<file path="config.mk">
export PLATFORM = sky130hd
export DESIGN_NAME = core_timer
export DESIGN_NICKNAME = d
export VERILOG_FILES = /design/src/rtl/ctmr_pkg.sv /design/src/rtl/ctmr_regs.sv /design/src/rtl/ctmr_prescaler.sv /design/src/rtl/ctmr_counter.sv /design/src/rtl/ctmr_delivery.sv /design/src/rtl/core_timer.sv
export SDC_FILE = /design/constraint.sdc
export NUM_CORES = 1
export LEC_CHECK = 0
export BUFFER_PORTS_ARGS = -buffer_cell sky130_fd_sc_hd__buf_2
export CAP_MARGIN = 15
export CELL_PAD_IN_SITES_DETAIL_PLACEMENT = 1
export CELL_PAD_IN_SITES_GLOBAL_PLACEMENT = 1
export CORE_ASPECT_RATIO = 1.25
export CORE_MARGIN = 10
export CORE_UTILIZATION = 35
export CTS_BUF_LIST = sky130_fd_sc_hd__clkbuf_8
export DETAILED_ROUTE_END_ITERATION = 10
export GPL_TIMING_DRIVEN = 0
export PLACE_DENSITY = 0.77
export SYNTH_ARGS = -nofsm -noshare
export SYNTH_HDL_FRONTEND = slang
export SYNTH_SLANG_ARGS = --single-unit
</file>
<file path="constraint.sdc">
create_clock -name clk -period 9.8 [get_ports clk]
set_input_delay 1.96 -clock clk [delete_from_list [all_inputs] [get_ports clk]]
set_output_delay 1.96 -clock clk [all_outputs]
set_load 0.1 [all_outputs]
</file>
<file path="src/rtl/ctmr_pkg.sv">
package ctmr_pkg;
  localparam int PRE_W = 7;
  localparam logic [11:0] OFF_CTRL  = 12'h320;
  localparam logic [11:0] OFF_START = 12'h380;
  localparam logic [11:0] OFF_LIVE  = 12'h390;
  localparam logic [11:0] OFF_DIV   = 12'h3E0;

  localparam int BIT_BUSY = 12;
  localparam int BIT_MASK = 16;
  localparam int BIT_MODE = 17;

  typedef struct packed {
    logic       periodic;
    logic       mask;
    logic [7:0] vector;
  } ctrl_t;

  // Prescaler compare mask: factor - 1 for the 3-bit divider code.
  function automatic logic [PRE_W-1:0] div_mask(input logic [2:0] code);
    logic [7:0] pw;
    if (code == 3'b111) return '0;
    pw = 8'd1 << ({1'b0, code} + 4'd1);
    return PRE_W'(pw - 8'd1);
  endfunction
endpackage

</file>
<file path="src/rtl/ctmr_regs.sv">
module ctmr_regs
  import ctmr_pkg::*;
#(
  parameter int ADDR_W = 12,
  parameter int DATA_W = 32,
  parameter int CNT_W  = 32
) (
  input  logic              clk,
  input  logic              rst_n,
  input  logic              reg_en,
  input  logic              reg_we,
  input  logic [ADDR_W-1:0] reg_addr,
  input  logic [DATA_W-1:0] reg_wdata,
  output logic [DATA_W-1:0] reg_rdata,
  input  logic [CNT_W-1:0]  live_cnt,
  input  logic              busy,
  output ctrl_t             ctrl,
  output logic [2:0]        div_code,
  output logic              start_stb,
  output logic [CNT_W-1:0]  start_cnt
);
  localparam int SLOT_W = ADDR_W - 4;

  logic [SLOT_W-1:0] slot;
  logic sel_ctrl, sel_start, sel_live, sel_div;
  logic wr;
  ctrl_t ctrl_q;
  logic [2:0] div_q;
  logic [CNT_W-1:0] start_q;
  logic unused_bits;

  assign slot      = reg_addr[ADDR_W-1:4];
  assign sel_ctrl  = (slot == SLOT_W'(OFF_CTRL  >> 4));
  assign sel_start = (slot == SLOT_W'(OFF_START >> 4));
  assign sel_live  = (slot == SLOT_W'(OFF_LIVE  >> 4));
  assign sel_div   = (slot == SLOT_W'(OFF_DIV   >> 4));
  assign wr        = reg_en & reg_we;
  assign unused_bits = ^{reg_addr[3:0], reg_wdata};

  always_ff @(posedge clk) begin
    if (!rst_n) begin
      ctrl_q  <= '{periodic: 1'b0, mask: 1'b1, vector: 8'h00};
      div_q   <= 3'b000;
      start_q <= '0;
    end else if (wr) begin
      if (sel_ctrl) begin
        ctrl_q.vector   <= reg_wdata[7:0];
        ctrl_q.mask     <= reg_wdata[BIT_MASK];
        ctrl_q.periodic <= reg_wdata[BIT_MODE];
      end
      if (sel_div)   div_q   <= {reg_wdata[3], reg_wdata[1:0]};
      if (sel_start) start_q <= reg_wdata[CNT_W-1:0];
    end
  end

  assign start_stb = wr & sel_start;
  assign ctrl      = ctrl_q;
  assign div_code  = div_q;
  assign start_cnt = start_q;

  always_comb begin
    reg_rdata = '0;
    if (reg_en && !reg_we) begin
      if (sel_ctrl) begin
        reg_rdata[7:0]      = ctrl_q.vector;
        reg_rdata[BIT_BUSY] = busy;
        reg_rdata[BIT_MASK] = ctrl_q.mask;
        reg_rdata[BIT_MODE] = ctrl_q.periodic;
      end
      if (sel_start) reg_rdata[CNT_W-1:0] = start_q;
      if (sel_live)  reg_rdata[CNT_W-1:0] = live_cnt;
      if (sel_div) begin
        reg_rdata[3]   = div_q[2];
        reg_rdata[1:0] = div_q[1:0];
      end
    end
  end
endmodule

</file>
<file path="src/rtl/ctmr_prescaler.sv">
module ctmr_prescaler
  import ctmr_pkg::*;
(
  input  logic       clk,
  input  logic       rst_n,
  input  logic       restart,
  input  logic [2:0] div_code,
  output logic       tick
);
  logic [PRE_W-1:0] phase_q;
  logic [PRE_W-1:0] cmp;

  assign cmp  = div_mask(div_code);
  assign tick = ((phase_q & cmp) == cmp);

  always_ff @(posedge clk) begin
    if (!rst_n || restart) phase_q <= '0;
    else                   phase_q <= phase_q + 1'b1;
  end
endmodule

</file>
<file path="src/rtl/ctmr_counter.sv">
module ctmr_counter #(
  parameter int CNT_W = 32
) (
  input  logic             clk,
  input  logic             rst_n,
  input  logic             load,
  input  logic [CNT_W-1:0] load_val,
  input  logic [CNT_W-1:0] reload_val,
  input  logic             periodic,
  input  logic             tick,
  output logic [CNT_W-1:0] live_cnt,
  output logic             expire
);
  localparam logic [CNT_W-1:0] ONE = CNT_W'(1);
  logic [CNT_W-1:0] cnt_q;

  assign expire   = !load && tick && (cnt_q == ONE);
  assign live_cnt = cnt_q;

  always_ff @(posedge clk) begin
    if (!rst_n)                      cnt_q <= '0;
    else if (load)                   cnt_q <= load_val;
    else if (tick && cnt_q != '0) begin
      if (cnt_q == ONE && periodic)  cnt_q <= reload_val;
      else                           cnt_q <= cnt_q - ONE;
    end
  end
endmodule

</file>
<file path="src/rtl/ctmr_delivery.sv">
module ctmr_delivery (
  input  logic       clk,
  input  logic       rst_n,
  input  logic       expire,
  input  logic       mask,
  input  logic [7:0] vector,
  input  logic       ready,
  output logic       valid,
  output logic [7:0] vec_out
);
  logic pend_q;
  logic [7:0] vec_q;
  logic raise, take;

  assign raise = expire & ~mask;
  assign take  = pend_q & ready;

  always_ff @(posedge clk) begin
    if (!rst_n) begin
      pend_q <= 1'b0;
      vec_q  <= 8'h00;
    end else if (raise && (!pend_q || take)) begin
      pend_q <= 1'b1;
      vec_q  <= vector;
    end else if (take) begin
      pend_q <= 1'b0;
    end
  end

  assign valid   = pend_q;
  assign vec_out = vec_q;
endmodule

</file>
<file path="src/rtl/core_timer.sv">
module core_timer
  import ctmr_pkg::*;
#(
  parameter int ADDR_W = 12,
  parameter int DATA_W = 32,
  parameter int CNT_W  = 32
) (
  input  logic              clk,
  input  logic              rst_n,
  input  logic              reg_en,
  input  logic              reg_we,
  input  logic [ADDR_W-1:0] reg_addr,
  input  logic [DATA_W-1:0] reg_wdata,
  output logic [DATA_W-1:0] reg_rdata,
  output logic              irq_valid,
  output logic [7:0]        irq_vector,
  input  logic              irq_ready
);
  ctrl_t            ctrl;
  logic [2:0]       div_code;
  logic             start_stb;
  logic [CNT_W-1:0] start_cnt;
  logic [CNT_W-1:0] live_cnt;
  logic             tick;
  logic             expire;
  logic             lvt_mask;

  assign lvt_mask = ctrl.mask;

  ctmr_regs #(.ADDR_W(ADDR_W), .DATA_W(DATA_W), .CNT_W(CNT_W)) u_regs (
    .clk(clk), .rst_n(rst_n), .reg_en(reg_en), .reg_we(reg_we),
    .reg_addr(reg_addr), .reg_wdata(reg_wdata), .reg_rdata(reg_rdata),
    .live_cnt(live_cnt), .busy(irq_valid), .ctrl(ctrl), .div_code(div_code),
    .start_stb(start_stb), .start_cnt(start_cnt)
  );

  ctmr_prescaler u_pre (
    .clk(clk), .rst_n(rst_n), .restart(start_stb), .div_code(div_code),
    .tick(tick)
  );

  ctmr_counter #(.CNT_W(CNT_W)) u_cnt (
    .clk(clk), .rst_n(rst_n), .load(start_stb),
    .load_val(reg_wdata[CNT_W-1:0]), .reload_val(start_cnt),
    .periodic(ctrl.periodic), .tick(tick), .live_cnt(live_cnt),
    .expire(expire)
  );

  ctmr_delivery u_dlv (
    .clk(clk), .rst_n(rst_n), .expire(expire), .mask(ctrl.mask),
    .vector(ctrl.vector), .ready(irq_ready), .valid(irq_valid),
    .vec_out(irq_vector)
  );
endmodule

</file>
; Word level (Yosys, flattened, before mapping)
; Cells that the tools add are included.
[classes]
bitwise = 6
n_mux = 16
add_sub_neg = 4
n_eq_ne = 7
reduce_logical = 18
shift = 1
[ops]
columns = operator, n
row1 = $mux W32, 6
row2 = $eq A32 B1 Y1 const B, 1
row3 = $eq A8 B6 Y1 const B, 4
row4 = $reduce_bool A32 Y1, 1
row5 = $sub A32 B1 Y32 const B, 1
row6 = $mux W7, 2
row7 = $mux W8, 1
row8 = $add A7 B1 Y7 const B, 1
row9 = $and A7 B7 Y7, 1
row10 = $eq A7 B7 Y1, 1
row11 = $shl A1 B4 Y7 const A, 1
row12 = $sub A7 B1 Y7 const B, 1
row13 = $logic_and A1 B1 Y1, 6
row14 = $reduce_and A2 Y1, 3
row15 = $mux W1, 5
row16 = $add A3 B1 Y4 const B, 1
row17 = $and A1 B1 Y1, 4
row18 = $logic_not A1 Y1, 4
row19 = $mux W2, 2
row20 = $reduce_bool A2 Y1, 2
row21 = $eq A3 B3 Y1 const B, 1
row22 = $logic_or A1 B1 Y1, 2
row23 = $not A1 Y1, 1
[totals]
elab_cells = 61
out_inout_bits = 41
ff_bits = 93
inputBits = 49

; Logic depth before layout (Yosys ltp)
[logic_depth]
word_depth = 11
ltp_mapped = 17
ltp_nobuf = 14

; Cells and area by module
; Synthesis repeated with hierarchy kept, for this count alone.
[unflattened]
cells_unflattened = 703
area_unflattened_um2 = 5666.7
[by_module_without_submodules]
columns = mod, seq_area_each_um2, instances, cells_each, area_each_um2
row1 = ctmr_regs, 900.9, 1, 284, 2466.1
row2 = ctmr_counter, 640.6, 1, 328, 2371.0
row3 = ctmr_prescaler, 140.1, 1, 51, 436.7
row4 = ctmr_delivery, 180.2, 1, 40, 392.9

; Worst setup path after synthesis
; OpenSTA, ideal clock, no wires.
[synth_timing]
path_kind = input to output
from = input port reg_addr[4]
to = output port reg_rdata[4]
required_ps = 7840
path_stages = 6
setup_slack_ps = 3326
arrival_time_ps = 4514
path_cell_list = nor4_1 and2_1 clkbuf_1 clkbuf_1 a22oi_1 a21oi_1
[synth_via]
elab_chain_cells = 5
elab_cells_between_ends = 7
[synth_lines]
columns = element, line_no
row1 = "start, declared", core_timer.sv:12  ; input logic [ADDR_W-1:0] reg_addr,
row2 = $eq A8 B6 Y1, ctmr_regs.sv:33  ; assign sel_ctrl = (slot == SLOT_W'(OFF_CTRL >> 4));
row3 = $mux W8, ctmr_regs.sv:64  ; if (sel_ctrl) begin
row4 = $mux W32, ctmr_regs.sv:70  ; if (sel_start) reg_rdata[CNT_W-1:0] = start_q;
row5 = $mux W32 *, ctmr_regs.sv:71  ; if (sel_live) reg_rdata[CNT_W-1:0] = live_cnt;
row6 = $mux W32 *, ctmr_regs.sv:63  ; if (reg_en && !reg_we) begin
row7 = "end, declared", core_timer.sv:14  ; output logic [DATA_W-1:0] reg_rdata,
; Every way passes the cells marked *; elsewhere a longest branch is shown, timed or not.

; Worst setup path after layout
[layout_timing]
from = input port reg_addr[4]
to = output port reg_rdata[16]
[layout_via]
elab_chain_cells = 5
elab_cells_between_ends = 7
[layout_lines]
columns = element, line_no
row1 = $eq A8 B6 Y1, ctmr_regs.sv:33
row2 = $mux W2, ctmr_regs.sv:64
row3 = $mux W32, ctmr_regs.sv:70
row4 = $mux W32 *, ctmr_regs.sv:71
row5 = $mux W32 *, ctmr_regs.sv:63
; Marks and branches as above.

==> Flow_metrics.wiki <==
{| class="wikitable"
! Metric !! Value
|-
| Result of the run || complete, no violations
|-
| Longest Clk Path Bufs || 2
|-
| Register area || 0.00186 mm²
|-
| Final worst path period need || 6.35 ns
|-
| Worst reg2reg path depth || 15
|-
| Final-layout fill cell count || 1965
|-
| Remaining routing DRC violations || 0
|-
| Final hold violation count || 0
|-
| Post-Syn Nets || 766
|-
| FP Rows || 50
|-
| DIE AREA || 0.0207 mm²
|-
| Area growth syn-to-layout || 16.3%
|-
| Detail-routed net length per standard cell || 21.9 µm
|-
| Sequential-to-total area share from yosys stat || 34.8%
|-
| First-pass iteration count of the detailed router || 7
|-
| Slew @ Worst Pin || 0.845 ns
|-
| Number of clock sinks seen by CTS || 93
|-
| Number of synthesized register bits || 93
|-
| Worst slew margin relative to its limit || 43.2%
|-
| H-tree depth reported by CTS || 3
|-
| Number of distinct library cells after synthesis || 55
|-
| Maximum number of pins on one net before global-route repair || 15
|-
| Reg2Reg Setup Slack || 5.77 ns
|-
| Synthesized area per cell || 7.52 µm²
|-
| Number of top-level design ports || 90
|-
| Number of global-route vias before repair || 5879
|-
| Number of setup violations in the final report || 0
|-
| Wirelength, routed || 21.8 mm
|-
| Clock tree from TritonCTS || built
|-
| Area occupied by multi-input gates || 0.00325 mm²
|-
| GPL Wtd Cong || 0.954
|-
| Total routing usage reported by global routing || 20.9%
|-
| Commonest non-fill, non-tap cells in the layout || nand2_1, dfxtp_1, buf_2, nor2_1, o21ai_0
|-
| Hold Path Origin || u_pre.phase_q[0]
|-
| Startpoint of the worst-slack reg-to-reg timing path || u_regs.div_code[1]
|-
| First-pass GRT wire length || 33.2 mm
|-
| Cts repair resizes || 0
|-
| Count of flip-flops with a built-in enable after synthesis || 0
|-
| Number of instances in the synthesized netlist || 711
|-
| Fin Setup TNS || 0 ns
|-
| Total of buffers placed on input and output ports || 85
|-
| Worst setup slack before clock tree synthesis || 3.51 ns
|-
| Type of destination of the critical path || output pin
|-
| Effective utilization at floorplan || 35.6%
|-
| Die X || 131 µm
|-
| Async SR Flop Fraction || 0%
|-
| Fin Clk Skew || 0.0167 ns
|-
| Floorplan Core Area || 0.0150 mm²
|-
| Post-CTS setup-driven buffer insertion count || 0
|-
| Number of stages on the worst hold path || 1
|-
| CTS buffer count || 9
|-
| Final Core Density || 41.4%
|-
| Post-layout total power || 1.43 mW
|-
| Residual overflow from global routing || 0
|-
| Commonest non-fill, non-tap cell in the layout || nand2_1
|-
| DRT iter0 DRCs || 390
|-
| Vias/cell || 5.85
|-
| Die span in y || 158 µm
|-
| Unrepaired setup endpoints after global routing || false
|-
| Synth Flop Type || dfxtp_1
|-
| Yosys warning count || 0
|-
| Arrival time of data at the critical path endpoint || 4.39 ns
|-
| Power density over the cells || 230 mW/mm²
|-
| Fin worst setup slack || 3.45 ns
|-
| Worst Path Max Fanout || 10
|-
| Hold-critical path endpoint || u_pre.phase_q[0]
|-
| Launching instance or port of the critical path || reg_addr[4]
|-
| Hold buffer count at cts || 0
|-
| Total count of max-transition violations in the final report || 0
|-
| Clock latency at the later pin of the worst-skew pair || 0.40 ns
|-
| Static Leakage || 2.28 nW
|-
| Endpoint of the most critical register-to-register path || u_cnt.live_cnt[11]
|-
| F_max || 158 MHz
|-
| Register clock-pin slew on the reported worst setup and hold paths || 0.09 ns
|-
| Inserted Diodes || 0
|-
| Final clock period utilization by the worst path || 64.8%
|-
| Post-route worst hold slack || 0.474 ns
|-
| Share of final-layout standard cells stronger than drive strength 1 || 15.0%
|-
| Nature of the critical path startpoint || primary input
|-
| Antenna violations before repair || 0
|-
| Tightest Hold Check Type || reg2reg
|-
| Worst endpoint required time || 7.84 ns
|-
| Number of vias after detailed routing || 5817
|-
| NumNets Final || 863
|-
| Remaining number of nets flagged by the antenna check after routing || 0
|-
| Worst setup path class || in2out
|-
| Detailed placement HPWL || 15.8 mm
|-
| Max Cap Viol || 0
|-
| Synth Cell Area || 0.00535 mm²
|-
| Buffer cell driving the clock tree root || clkbuf_8
|-
| Worst ir drop on vdd || 0.0000905 V
|}
critical path, stage by stage:
cell      delay (ns)
buf_2           0.11
nor4_1          0.35
and2_1          0.18
clkbuf_1        0.31
clkbuf_1        0.57
a222oi_1        0.23
nor2_1          0.20
buf_2           0.46
flip-flops by register name, indices dropped and copies added, names as in the netlist:
signal and count:
u_cnt.live_cnt 32, u_dlv.valid 1, u_dlv.vec_out 8, u_pre.phase_q 7
u_regs.ctrl 10, u_regs.div_code 3, u_regs.start_cnt 32
metrics by stage:
step	std cells	instance area, µm²
3_5_place_dp	978	6000
5_1_grt	995	6220
4_1_cts	994	6210
2_1_floorplan	711	5350
6_report	995	6220
3_3_place_gp	978	6000
cell families (layout without fill, tap and decap cells):
family / count (synthesis) / in the layout / synth area share, %
and+or+nand+nor: 308 / 308 / 27.4
AOI/OAI and AO/OA: 216 / 216 / 27.0
DFF: 93 / 93 / 34.8
buffers and inverters: 60 / 162 / 4.49
xor gates and xnor gates: 15 / 15 / 2.46
muxes: 13 / 13 / 2.43
adders and majority gates: 6 / 6 / 1.40
cell type report:
type                            count  area share, %
Tap cell                          182           3.66
Timing Repair Buffer               86           6.96
Sequential cell                    93           29.9
Buffer                             56           3.62
Clock inverter                      4          0.744
Inverter                            4          0.241
Clock buffer                       12           2.65
Multi-Input combinational cell    558           52.2
routing by layer:
metal  global-route usage [%]  wire length [µm]  vias to the layer above
met2                     36.3             10800                      176
met4                     9.50               742                        0
met5                        0                 0                        -
met1                     24.4              9050                     2852
li1                         -                 -                     2742
met3                     3.68              1240                       47
cells in the mapped netlist (10+ instances only):
cell type | n | share of area (%)
clkbuf_1 | 48 | 3.4
nand2_1 | 138 | 9.7
nor2b_1 | 18 | 2.1
nor2_1 | 70 | 4.9
mux2i_1 | 13 | 2.4
xnor2_1 | 10 | 1.6
a22oi_1 | 24 | 3.4
a21boi_0 | 41 | 5.8
a21oi_1 | 29 | 2.7
nand3_1 | 13 | 1.2
o21ai_0 | 53 | 5.0
nor4_1 | 13 | 1.5
dfxtp_1 | 93 | 35
a31oi_1 | 17 | 2.0
report_power, final:
group,switching (mW),internal (mW)
combinational,0.411,0.240
sequential,0.0643,0.427
clock,0.149,0.138
total,0.624,0.804
how the worst max path moves through the flow:
stage | slack [ns] | depth (start not counted) | end
floorplan | 3.33 | 6 | reg_rdata[4]
global placement | 3.52 | 8 | reg_rdata[1]
detailed placement | 3.51 | 8 | reg_rdata[16]
global route | 3.34 | 8 | reg_rdata[2]
CTS | 3.52 | 8 | reg_rdata[16]
finish | 3.45 | 8 | reg_rdata[16]
Note: power is estimated with default switching activity, not from simulation.
